$ cat src/rtl/sreg_pkg.sv
package sreg_pkg;
  localparam int SR_W  = 8;
  localparam int SR_IW = $clog2(SR_W);

  typedef enum logic [1:0] {
    COND_OFF    = 2'd0,
    COND_STATUS = 2'd1,
    COND_IO     = 2'd2,
    COND_RSVD   = 2'd3
  } cond_mode_e;

  // Masked replacement: bits with mask set take val, others keep cur.
  function automatic logic [SR_W-1:0] merge_masked(
    input logic [SR_W-1:0] cur,
    input logic [SR_W-1:0] mask,
    input logic [SR_W-1:0] val
  );
    return (cur & ~mask) | (val & mask);
  endfunction

  // One-hot decode of a bit index.
  function automatic logic [SR_W-1:0] idx_onehot(input logic [SR_IW-1:0] idx);
    logic [SR_W-1:0] r;
    r = '0;
    r[idx] = 1'b1;
    return r;
  endfunction

  // Generic condition: the chosen bit equals the wanted polarity.
  function automatic logic bit_matches(
    input logic [SR_W-1:0]  word,
    input logic [SR_IW-1:0] idx,
    input logic             pol
  );
    return word[idx] == pol;
  endfunction
endpackage

$ cat src/rtl/sreg_next.sv
module sreg_next
  import sreg_pkg::*;
(
  input  logic [SR_W-1:0]  cur,
  input  logic             alu_we,
  input  logic [SR_W-1:0]  alu_mask,
  input  logic [SR_W-1:0]  alu_flags,
  input  logic             bit_valid,
  input  logic             bit_set,
  input  logic [SR_IW-1:0] bit_idx,
  output logic [SR_W-1:0]  alu_view,
  output logic [SR_W-1:0]  cmd_hit,
  output logic [SR_W-1:0]  nxt
);
  logic [SR_W-1:0] eff_mask;

  assign eff_mask = alu_we ? alu_mask : '0;
  assign alu_view = merge_masked(cur, eff_mask, alu_flags);
  assign cmd_hit  = bit_valid ? idx_onehot(bit_idx) : '0;

  // Per-bit priority: explicit command over ALU value over held value.
  for (genvar b = 0; b < SR_W; b++) begin : g_bit
    always_comb begin
      if (cmd_hit[b]) nxt[b] = bit_set;
      else            nxt[b] = alu_view[b];
    end
  end
endmodule

$ cat src/rtl/sreg_cond.sv
module sreg_cond
  import sreg_pkg::*;
(
  input  logic [SR_W-1:0]  status,
  input  logic [SR_W-1:0]  io_byte,
  input  logic [1:0]       mode,
  input  logic [SR_IW-1:0] idx,
  input  logic             pol,
  output logic             status_hit,
  output logic             io_hit,
  output logic             taken
);
  cond_mode_e mode_e;

  assign mode_e     = cond_mode_e'(mode);
  assign status_hit = bit_matches(status, idx, pol);
  assign io_hit     = bit_matches(io_byte, idx, pol);

  always_comb begin
    unique case (mode_e)
      COND_STATUS: taken = status_hit;
      COND_IO:     taken = io_hit;
      default:     taken = 1'b0;
    endcase
  end
endmodule

$ cat src/rtl/sreg_branch_unit.sv
module sreg_branch_unit
  import sreg_pkg::*;
(
  input  logic             clk,
  input  logic             rst_n,
  input  logic             alu_we,
  input  logic [SR_W-1:0]  alu_mask,
  input  logic [SR_W-1:0]  alu_flags,
  input  logic             bit_valid,
  input  logic             bit_set,
  input  logic [SR_IW-1:0] bit_idx,
  input  logic [1:0]       cond_mode,
  input  logic [SR_IW-1:0] cond_idx,
  input  logic             cond_pol,
  input  logic [SR_W-1:0]  io_byte,
  output logic [SR_W-1:0]  status_q,
  output logic             taken
);
  logic [SR_W-1:0] nxt;
  logic [SR_W-1:0] alu_view;
  logic [SR_W-1:0] cmd_hit;
  logic            status_hit;
  logic            io_hit;
  logic            any_write;

  assign any_write = alu_we | bit_valid;

  sreg_next u_next (
    .cur       (status_q),
    .alu_we    (alu_we),
    .alu_mask  (alu_mask),
    .alu_flags (alu_flags),
    .bit_valid (bit_valid),
    .bit_set   (bit_set),
    .bit_idx   (bit_idx),
    .alu_view  (alu_view),
    .cmd_hit   (cmd_hit),
    .nxt       (nxt)
  );

  always_ff @(posedge clk or negedge rst_n) begin
    if (!rst_n)         status_q <= '0;
    else if (any_write) status_q <= nxt;
  end

  sreg_cond u_cond (
    .status     (status_q),
    .io_byte    (io_byte),
    .mode       (cond_mode),
    .idx        (cond_idx),
    .pol        (cond_pol),
    .status_hit (status_hit),
    .io_hit     (io_hit),
    .taken      (taken)
  );


  bit_set_chk: assert property (@(posedge clk) disable iff (!rst_n)
    (bit_valid && bit_set) |=> status_q[$past(bit_idx)]);


  bit_clr_chk: assert property (@(posedge clk) disable iff (!rst_n)
    (bit_valid && !bit_set) |=> !status_q[$past(bit_idx)]);


  alu_write_chk: assert property (@(posedge clk) disable iff (!rst_n)
    (alu_we && !bit_valid) |=>
      ((status_q & $past(alu_mask)) == ($past(alu_flags) & $past(alu_mask))) &&
      ((status_q & ~$past(alu_mask)) == ($past(status_q) & ~$past(alu_mask))));


  hold_chk: assert property (@(posedge clk) disable iff (!rst_n)
    !any_write |=> $stable(status_q));


  idle_cond_chk: assert property (@(posedge clk) disable iff (!rst_n)
    (cond_mode == 2'b00 || cond_mode == 2'b11) |-> !taken);


  status_cond_chk: assert property (@(posedge clk) disable iff (!rst_n)
    (cond_mode == 2'b01) |-> (taken == (status_q[cond_idx] == cond_pol)));
endmodule

$ cat config.mk
export PLATFORM = sky130hd
export DESIGN_NAME = sreg_branch_unit
export DESIGN_NICKNAME = d
export VERILOG_FILES = /design/src/rtl/sreg_pkg.sv /design/src/rtl/sreg_next.sv /design/src/rtl/sreg_cond.sv /design/src/rtl/sreg_branch_unit.sv
export SDC_FILE = /design/constraint.sdc
export NUM_CORES = 1
export LEC_CHECK = 0
export BUFFER_PORTS_ARGS = -buffer_cell sky130_fd_sc_hd__buf_2
export CAP_MARGIN = 20
export CORE_MARGIN = 2
export CORE_UTILIZATION = 38
export CTS_CLUSTER_SIZE = 10
export DETAILED_ROUTE_END_ITERATION = 7
export GPL_ROUTABILITY_DRIVEN = 0
export MAX_ROUTING_LAYER = met4
export PLACE_DENSITY = 0.77
export SLEW_MARGIN = 20
export SYNTH_ARGS = -nofsm -noshare
export SYNTH_HDL_FRONTEND = slang
export SYNTH_SLANG_ARGS = --single-unit
$ cat constraint.sdc
create_clock -name clk -period 2.1 [get_ports clk]
set_input_delay 0.105 -clock clk [delete_from_list [all_inputs] [get_ports clk]]
set_output_delay 0.105 -clock clk [all_outputs]
set_load 0.01 [all_outputs]
After elaboration in Yosys (flattened, before gate mapping). Cells that the tools add are included. Widths: inputs -> output; s select.

Magnitude comparators: 3. Equality and inequality tests: 4. Multiplexer cells: 17. Bitwise logic cells: 5. Reduce and logical (&&, ||, !) cells: 1.

Operator list (number): $and 8x8->8 (2); $mux 8 (2); $mux 1 (11); $lt 3x4->1 const B (2); $not 8->8 (1); $or 8x8->8 (1); $bmux 1 s3 (2); $demux 1 s3 (1); $ge 3x1->1 const B (1); $eq 1x1->1 (2); $eq 2x1->1 const B (1); $eq 2x2->1 const B (1); $pmux 1 s2 (1); $logic_and 1x1->1 (1); $or 1x1->1 (1).

Flip-flop bits (word level): 8. Output and inout port bits: 9.

Depth between registers and ports, before layout. Gate-level depths: netlist of the first run.

Depth in word-level cells: 6. Gate-level depth with buffers: 6. Mapped depth without buffers: 6.

Cells and area by module. A second synthesis of the first run with hierarchy kept.

Cell total of the unflattened synthesis: 74. Area total of the unflattened synthesis: 862.1 µm².

By module, submodules not included: sreg_next (instances 1, cells each 38, area an instance 322.8 µm²); sreg_branch_unit (instances 1, cells each 17, area an instance 301.5 µm²); sreg_cond (instances 1, cells each 19, area an instance 237.7 µm²).

Worst setup path before layout of the first run. Ideal clock, no wire load.

Path kind: register -> output. Start point: register (tool-made name). End point: output taken. Arrival: 1.680 ns. Slack: 0.315 ns. Stages on the path, launching flop included: 5. Buffers on the path: 0. Cell sequence: dfrtp_1 mux4_1 mux4_2 xor2_1 nor2_1.

RTL lines: end: declaration (line sreg_branch_unit.sv:17) `output logic taken`.

==> impl_results.md, run 1 <==
- Buffer type at the clock tree root: sky130_fd_sc_hd__clkbuf_4
- Relative area change from synthesis to final layout: 46.8%
- Vias per cell: approximately 5.5
- Final wirelength: roughly 1700 microns
- Share of synthesized area occupied by flip-flops and latches: 33.1%
- Clock latency at the later pin of the worst-skew pair: 0.24 ns
- Global-route wire length before repair: approximately 2800 microns
- Unrepaired setup endpoints after global routing: true
- Worst Path Class, Setup: reg -> out
- Cell area power density: ~570 nW/um^2
- Number of maximum-capacitance constraint violations: 0
- Portion of synthesized cell area occupied by the leading cell type: around a third
- Capturing element type of the critical path: primary output
- Cell type with the highest aggregate area in the netlist: sky130_fd_sc_hd__dfrtp_1
- Highest attainable clock frequency: slightly below 500 MHz
- Clock-pin transition on the worst setup and hold timing paths: 0.05 ns
- Multi-input gate area: around 380 sq um
- Final worst path period need: 2.07 ns
- Pin count of the biggest net entering global routing: 14
- Height of the chip: 43.9 microns
- Worst EP required: ~2 ns
- Sink Count: 8
- Startpoint kind of the worst setup timing path: register
- Share of post-route cells with drive strength above 1: just over 50%
- Switch share: 29.9%
- Number of warnings printed during yosys synthesis: 0
- Total number of vias: approximately 680
- Clock H-tree levels: 1
- Via count of the first global-routing pass: 636
- Die Span X: 43.9 microns
- Combinational fraction of design power: approximately two fifths
- Number of search-and-repair iterations in the first detailed-routing pass: 4
- Synth cell types: 18
- Final-report max-slew violation count: 0
- Tightest Hold Check Type: in -> reg
- DRC violations left: 0
- Number of input and output port buffers inserted: between 40 and 50
- Gate count of the mapped netlist: 57
- Final setup violation count: 0
- Combined flip-flop and latch cell area: 200 sq um
- Overall Global Routing Usage: between 20 and 25%
- Number of filler cells placed in the layout: ~140
- Worst-Margin Slew: between 0.2 and 0.3 ns
- Number of buffers added by the clock tree synthesis step: 3
- Power spent charging and discharging nets: 0.151 mW
- Area of the mapped netlist: just over 600 sq um
- Overall power after layout: slightly above 0.5 mW
- N_diodes: 0
- Net total in the final layout: between 100 and 150
- Proportion of power drawn by flip-flops and latches: between 30% and 40%
- Result of the run: completed
- Mapped Nets: 96
- DPL Wire Length: 1390 microns
- Worst Path Max Fanout: 3
- Antenna violations before repair: 0
- Final Hold Vio Count: 0
- Data arrival at the endpoint of the critical path: about 2 ns
- Clock power frac: between 20% and 30%
- CTS tree: built
- Max clock buf depth: 2
- Final setup TNS: 0 ns
- IR Drop Worst-Case VDD: about 0.00032 V
- Total congestion overflow after global routing: 0
- Worst Skew: 0 ns
- I/O pins: 47
- Most area-consuming cells after synthesis: sky130_fd_sc_hd__dfrtp_1 33%, sky130_fd_sc_hd__mux4_1 17%, sky130_fd_sc_hd__a311oi_1 7.2%
- Antenna Nets Post-Route: 0
- Period utilization: a little over nine tenths
- DRC violation total after the first TritonRoute iteration: 14
- Most common cell after layout, fill and taps aside: sky130_fd_sc_hd__buf_2
- Startpoint of the tightest hold check path: bit_set
- Depth of the worst hold-timing path: 3
- Std-Cell Core Area: around 1500 sq um
- Synthesized area per cell: 10.6 sq um
- Worst R2R Setup Slack: 1.08 ns
- Commonest cells after routing, fill and taps aside: 46 x sky130_fd_sc_hd__buf_2, 8 x sky130_fd_sc_hd__a21oi_1, 8 x sky130_fd_sc_hd__dfrtp_1
- Count of state elements after synthesis: 8
- Site row count: 14
- Total leakage power: ~0.45 nW
- Slew Limit Headroom: 81.7%
- Worst r2r path cells: 4
- Internal: between 0.3 and 0.4 mW
- Post-DR wirelength/cell: about 14 microns
- Effective utilization at floorplan: ~40%
- Area enclosed by the die boundary: between 1500 and 2000 sq um
[what timing repair did]
item                                   CTS  global route
resized for setup                        3             0
setup buffers                            1             1
endpoints found under the hold margin    8             0
hold buffers                             1             0
setup endpoints to repair                1             1
pin swaps                                0             0
[power by group through the flow]
stage / Sequential (mW) / Combinational, mW / Clock [mW]
floorplan: 0.208 / 0.0831 / 0
CTS: 0.197 / 0.192 / 0.114
finish: 0.196 / 0.196 / 0.111
global route: 0.201 / 0.215 / 0.126
global placement: 0.197 / 0.177 / 0
detailed placement: 0.199 / 0.183 / 0
[critical path, stage by stage (launching register included)]
cell                      delay (ns)
sky130_fd_sc_hd__dfrtp_1        0.40
sky130_fd_sc_hd__mux4_2         0.47
sky130_fd_sc_hd__mux4_2         0.49
sky130_fd_sc_hd__xor2_1         0.16
sky130_fd_sc_hd__nor2_1         0.08
sky130_fd_sc_hd__buf_2          0.13
[cell usage after synthesis]
master	instances
sky130_fd_sc_hd__a21oi_1	8
sky130_fd_sc_hd__a311oi_1	5
sky130_fd_sc_hd__mux4_1	4
sky130_fd_sc_hd__xor2_1	1
sky130_fd_sc_hd__nand4b_1	2
sky130_fd_sc_hd__clkbuf_1	1
sky130_fd_sc_hd__nor3b_1	2
sky130_fd_sc_hd__inv_1	2
sky130_fd_sc_hd__nor3_1	2
sky130_fd_sc_hd__nand2_1	5
sky130_fd_sc_hd__nand2b_1	1
sky130_fd_sc_hd__mux4_2	1
sky130_fd_sc_hd__mux2i_1	3
sky130_fd_sc_hd__a21boi_0	5
sky130_fd_sc_hd__nor2_1	5
sky130_fd_sc_hd__nand4_1	1
sky130_fd_sc_hd__dfrtp_1	8
sky130_fd_sc_hd__ha_1	1
[worst max-delay path by stage]
stage               cells past startpoint     to      from  slack, ns
finish                                  5  taken  register       0.03
global route                            5  taken  register      -0.05
CTS                                     5  taken  register       0.02
detailed placement                      5  taken  register       0.24
global placement                        5  taken  register       0.29
floorplan                               4  taken  register       0.32
[per-stage QoR]
step                cells  setup WS [ns]  hold slack, ns  utilization [%]  cell area [sq um]
floorplan              57          0.315          -0.191                -                604
global placement      118          0.292         -0.0496             56.5                851
detailed placement    118          0.238         -0.0514             56.5                851
CTS                   123         0.0219           0.155             58.4                880
global route          124        -0.0502           0.157             58.9                887
finish                124         0.0331           0.159             58.9                887
[logic make-up (layout without fill, tap and decap cells)]
logic type / count (synthesis) / count (layout) / synth area share [%]
mux: 8 / 8 / 26.1
fa+ha+maj: 1 / 1 / 2.07
buf+inv: 3 / 54 / 1.86
xor+xnor: 1 / 1 / 1.45
simple gates: 18 / 18 / 15.3
compound gates: 18 / 18 / 20.1
flops: 8 / 8 / 33.1
[routing by layer]
metal  routed length (microns)  track usage, %  vias up
met5                         0               -        -
met4                        14            7.27        0
met3                       187            5.42        2
met2                       832            32.9       38
met1                       688            24.6      313
li1                          -               -      330
[area by class of cell]
cell class	instances	share of cell area (%)
Multi-Input combinational cell	46	43.0
Timing Repair Buffer	49	28.8
Sequential cell	8	22.6
Clock buffer	3	2.54
Tap cell	16	2.26
Inverter	2	0.846
(Power assumes the default switching activity.)
==> run 2, diff against run 1 <==
CORE_UTILIZATION = 41   (was 38)
PLACE_DENSITY = 0.83   (was 0.77)
clock period = 2.45 ns   (was 2.1 ns; I/O delays follow)
==> run 2 against run 1 <==
  * First-iteration DRC count fell by 29%
  * Clock skew did not move
  * Via count rose by 1.2%
  * Non-clock buffer count fell by 2
  * Die area fell by 6.7%
  * Critical endpoint unchanged
  * Largest cell class unchanged
==> impl_results.md, run 2 (synthesis results as in run 1) <==
- Buffer type at the clock tree root: sky130_fd_sc_hd__clkbuf_4
- Share of post-route cells with drive strength above 1: 47.2%
- Startpoint kind of the worst setup timing path: register
- Cell area power density: approximately 490 nW/um^2
- Worst-Margin Slew: 0.287 ns
- Result of the run: completed
- Final wirelength: between 1500 and 2000 microns
- Antenna violations before repair: 0
- Final worst setup slack: 0.268 ns
- Overall Global Routing Usage: about a quarter
- Height of the chip: between 40 and 50 microns
- Final worst path period need: ~2.2 ns
- Die Span X: between 40 and 50 microns
- Highest attainable clock frequency: 458 MHz
- Sink Count: 8
- DRC violations left: 0
- Number of maximum-capacitance constraint violations: 0
- Final Instance Area: about 880 sq um
- Clock latency at the later pin of the worst-skew pair: around 0.25 ns
- Tightest Hold Check Type: in -> reg
- CTS tree: built
- Commonest cells after routing, fill and taps aside: 46 x sky130_fd_sc_hd__buf_2, 8 x sky130_fd_sc_hd__a21oi_1, 8 x sky130_fd_sc_hd__dfrtp_1
- Area post-placement: 850 sq um
- Clock H-tree levels: 1
- Number of filler cells placed in the layout: about 120
- Most common cell after layout, fill and taps aside: sky130_fd_sc_hd__buf_2
- Worst Path Class, Setup: reg -> out
- Via count of the first global-routing pass: around 700
- # resized after CTS: 0
- IR Drop Worst-Case VDD: about 0.00029 V
- I/O pins: between 40 and 50
- Vias per cell: 5.71
- Number of search-and-repair iterations in the first detailed-routing pass: 4
- Net total in the final layout: 147
- N_diodes: 0
- DRC violation total after the first TritonRoute iteration: 10
- Total number of vias: 691
- Final setup TNS: 0 ns
- Final setup violation count: 0
- Slew Limit Headroom: between 80% and 90%
- Area enclosed by the die boundary: approximately 1800 sq um
- Clock-pin transition on the worst setup and hold timing paths: approximately 0.05 ns
- Worst Path Max Fanout: 3
- Unrepaired setup endpoints after global routing: false
- Data arrival at the endpoint of the critical path: around 2 ns
- Site row count: 13
- Number of buffers added by the clock tree synthesis step: 3
- Pin count of the biggest net entering global routing: 14
- Number of input and output port buffers inserted: 46
- Period utilization: 89.1%
- Total leakage power: between 0.4 and 0.5 nW
- Worst setup slack after placement: around 0.52 ns
- Effective utilization at floorplan: between 40% and 50%
- Worst EP required: around 2.3 ns
- Final-report max-slew violation count: 0
- Total congestion overflow after global routing: 0
- Std-Cell Core Area: between 1000 and 1500 sq um
- Final Hold Vio Count: 0
- Global-route wire length before repair: 3110 microns
- Antenna Nets Post-Route: 0
- Post-DR wirelength/cell: between 15 and 20 microns
- Capturing element type of the critical path: primary output
- Relative area change from synthesis to final layout: 46.0%
- Max clock buf depth: 2
- Worst Skew: 0 ns
==> run 2: cell count changes in the layout (fill, tap and decap cells not counted) <==
cell                     previous run  this run
sky130_fd_sc_hd__mux4_2             4         1
sky130_fd_sc_hd__buf_4              2         0
sky130_fd_sc_hd__mux4_1             1         4
==> run 2: worst paths after layout <==
kind	from	endpoint	slack (ns)	depth (start not counted)
setup / recovery	register	taken	0.27	5
hold / removal	bit_set	register	0.17	3
setup reg to reg	register	register	1.47	3
max in group asynchronous	rst_n	asynchronous set/reset pin	2.02	2
min in group asynchronous	rst_n	asynchronous set/reset pin	0.27	2
hold reg to reg	register	register	0.62	2
==> run 2: power by group <==
group	switching, mW	internal [mW]
combinational	0.0747	0.0857
sequential	0.0170	0.154
clock	0.0439	0.0560
==> run 2: through the flow <==
stage | util, % | hold slack (ns) | std cells | power [mW]
after floorplan | - | -0.173 | 57 | 0.249
after global placement | 63.7 | -0.0327 | 117 | 0.320
after detailed placement | 63.7 | -0.0317 | 117 | 0.331
after CTS | 66.1 | 0.168 | 121 | 0.432
after global routing | 66.1 | 0.192 | 121 | 0.456
final | 66.1 | 0.173 | 121 | 0.431
==> run 2: routing by layer <==
| metal | routed length, microns | global-route usage, % | vias up | share of wire, % |
|---|---|---|---|---|
| met3 | 133 | 4.31 | 4 | 7.0 |
| met4 | 19 | 7.50 | 0 | 1.0 |
| met5 | 0 | - | - | 0 |
| met1 | 679 | 23.2 | 319 | 36 |
| met2 | 1060 | 46.2 | 39 | 56 |
| li1 | - | - | 329 | - |
==> run 2: layout make-up <==
class | instances | area, sq um | share of cell area (%)
well taps | 15 | 18.8 | 2.13
clock buffers | 3 | 22.5 | 2.55
inverters | 2 | 7.51 | 0.851
repair buffers | 47 | 240 | 27.2
flip-flops and latches | 8 | 200 | 22.7
multi-input cells | 46 | 393 | 44.5
==> run 2: critical path, cell delays in order, from the launching register on <==
cell and delay (ns):
sky130_fd_sc_hd__dfrtp_1 0.41, sky130_fd_sc_hd__mux4_1 0.52, sky130_fd_sc_hd__mux4_2 0.50, sky130_fd_sc_hd__xor2_1 0.16, sky130_fd_sc_hd__nor2_1 0.08, sky130_fd_sc_hd__buf_2 0.13
==> run 2: timing repair <==
| item | in CTS | in global routing |
|---|---|---|
| hold buffers | 1 | 0 |
| buffers inserted | 0 | 0 |
| endpoints found under the hold margin | 8 | 0 |
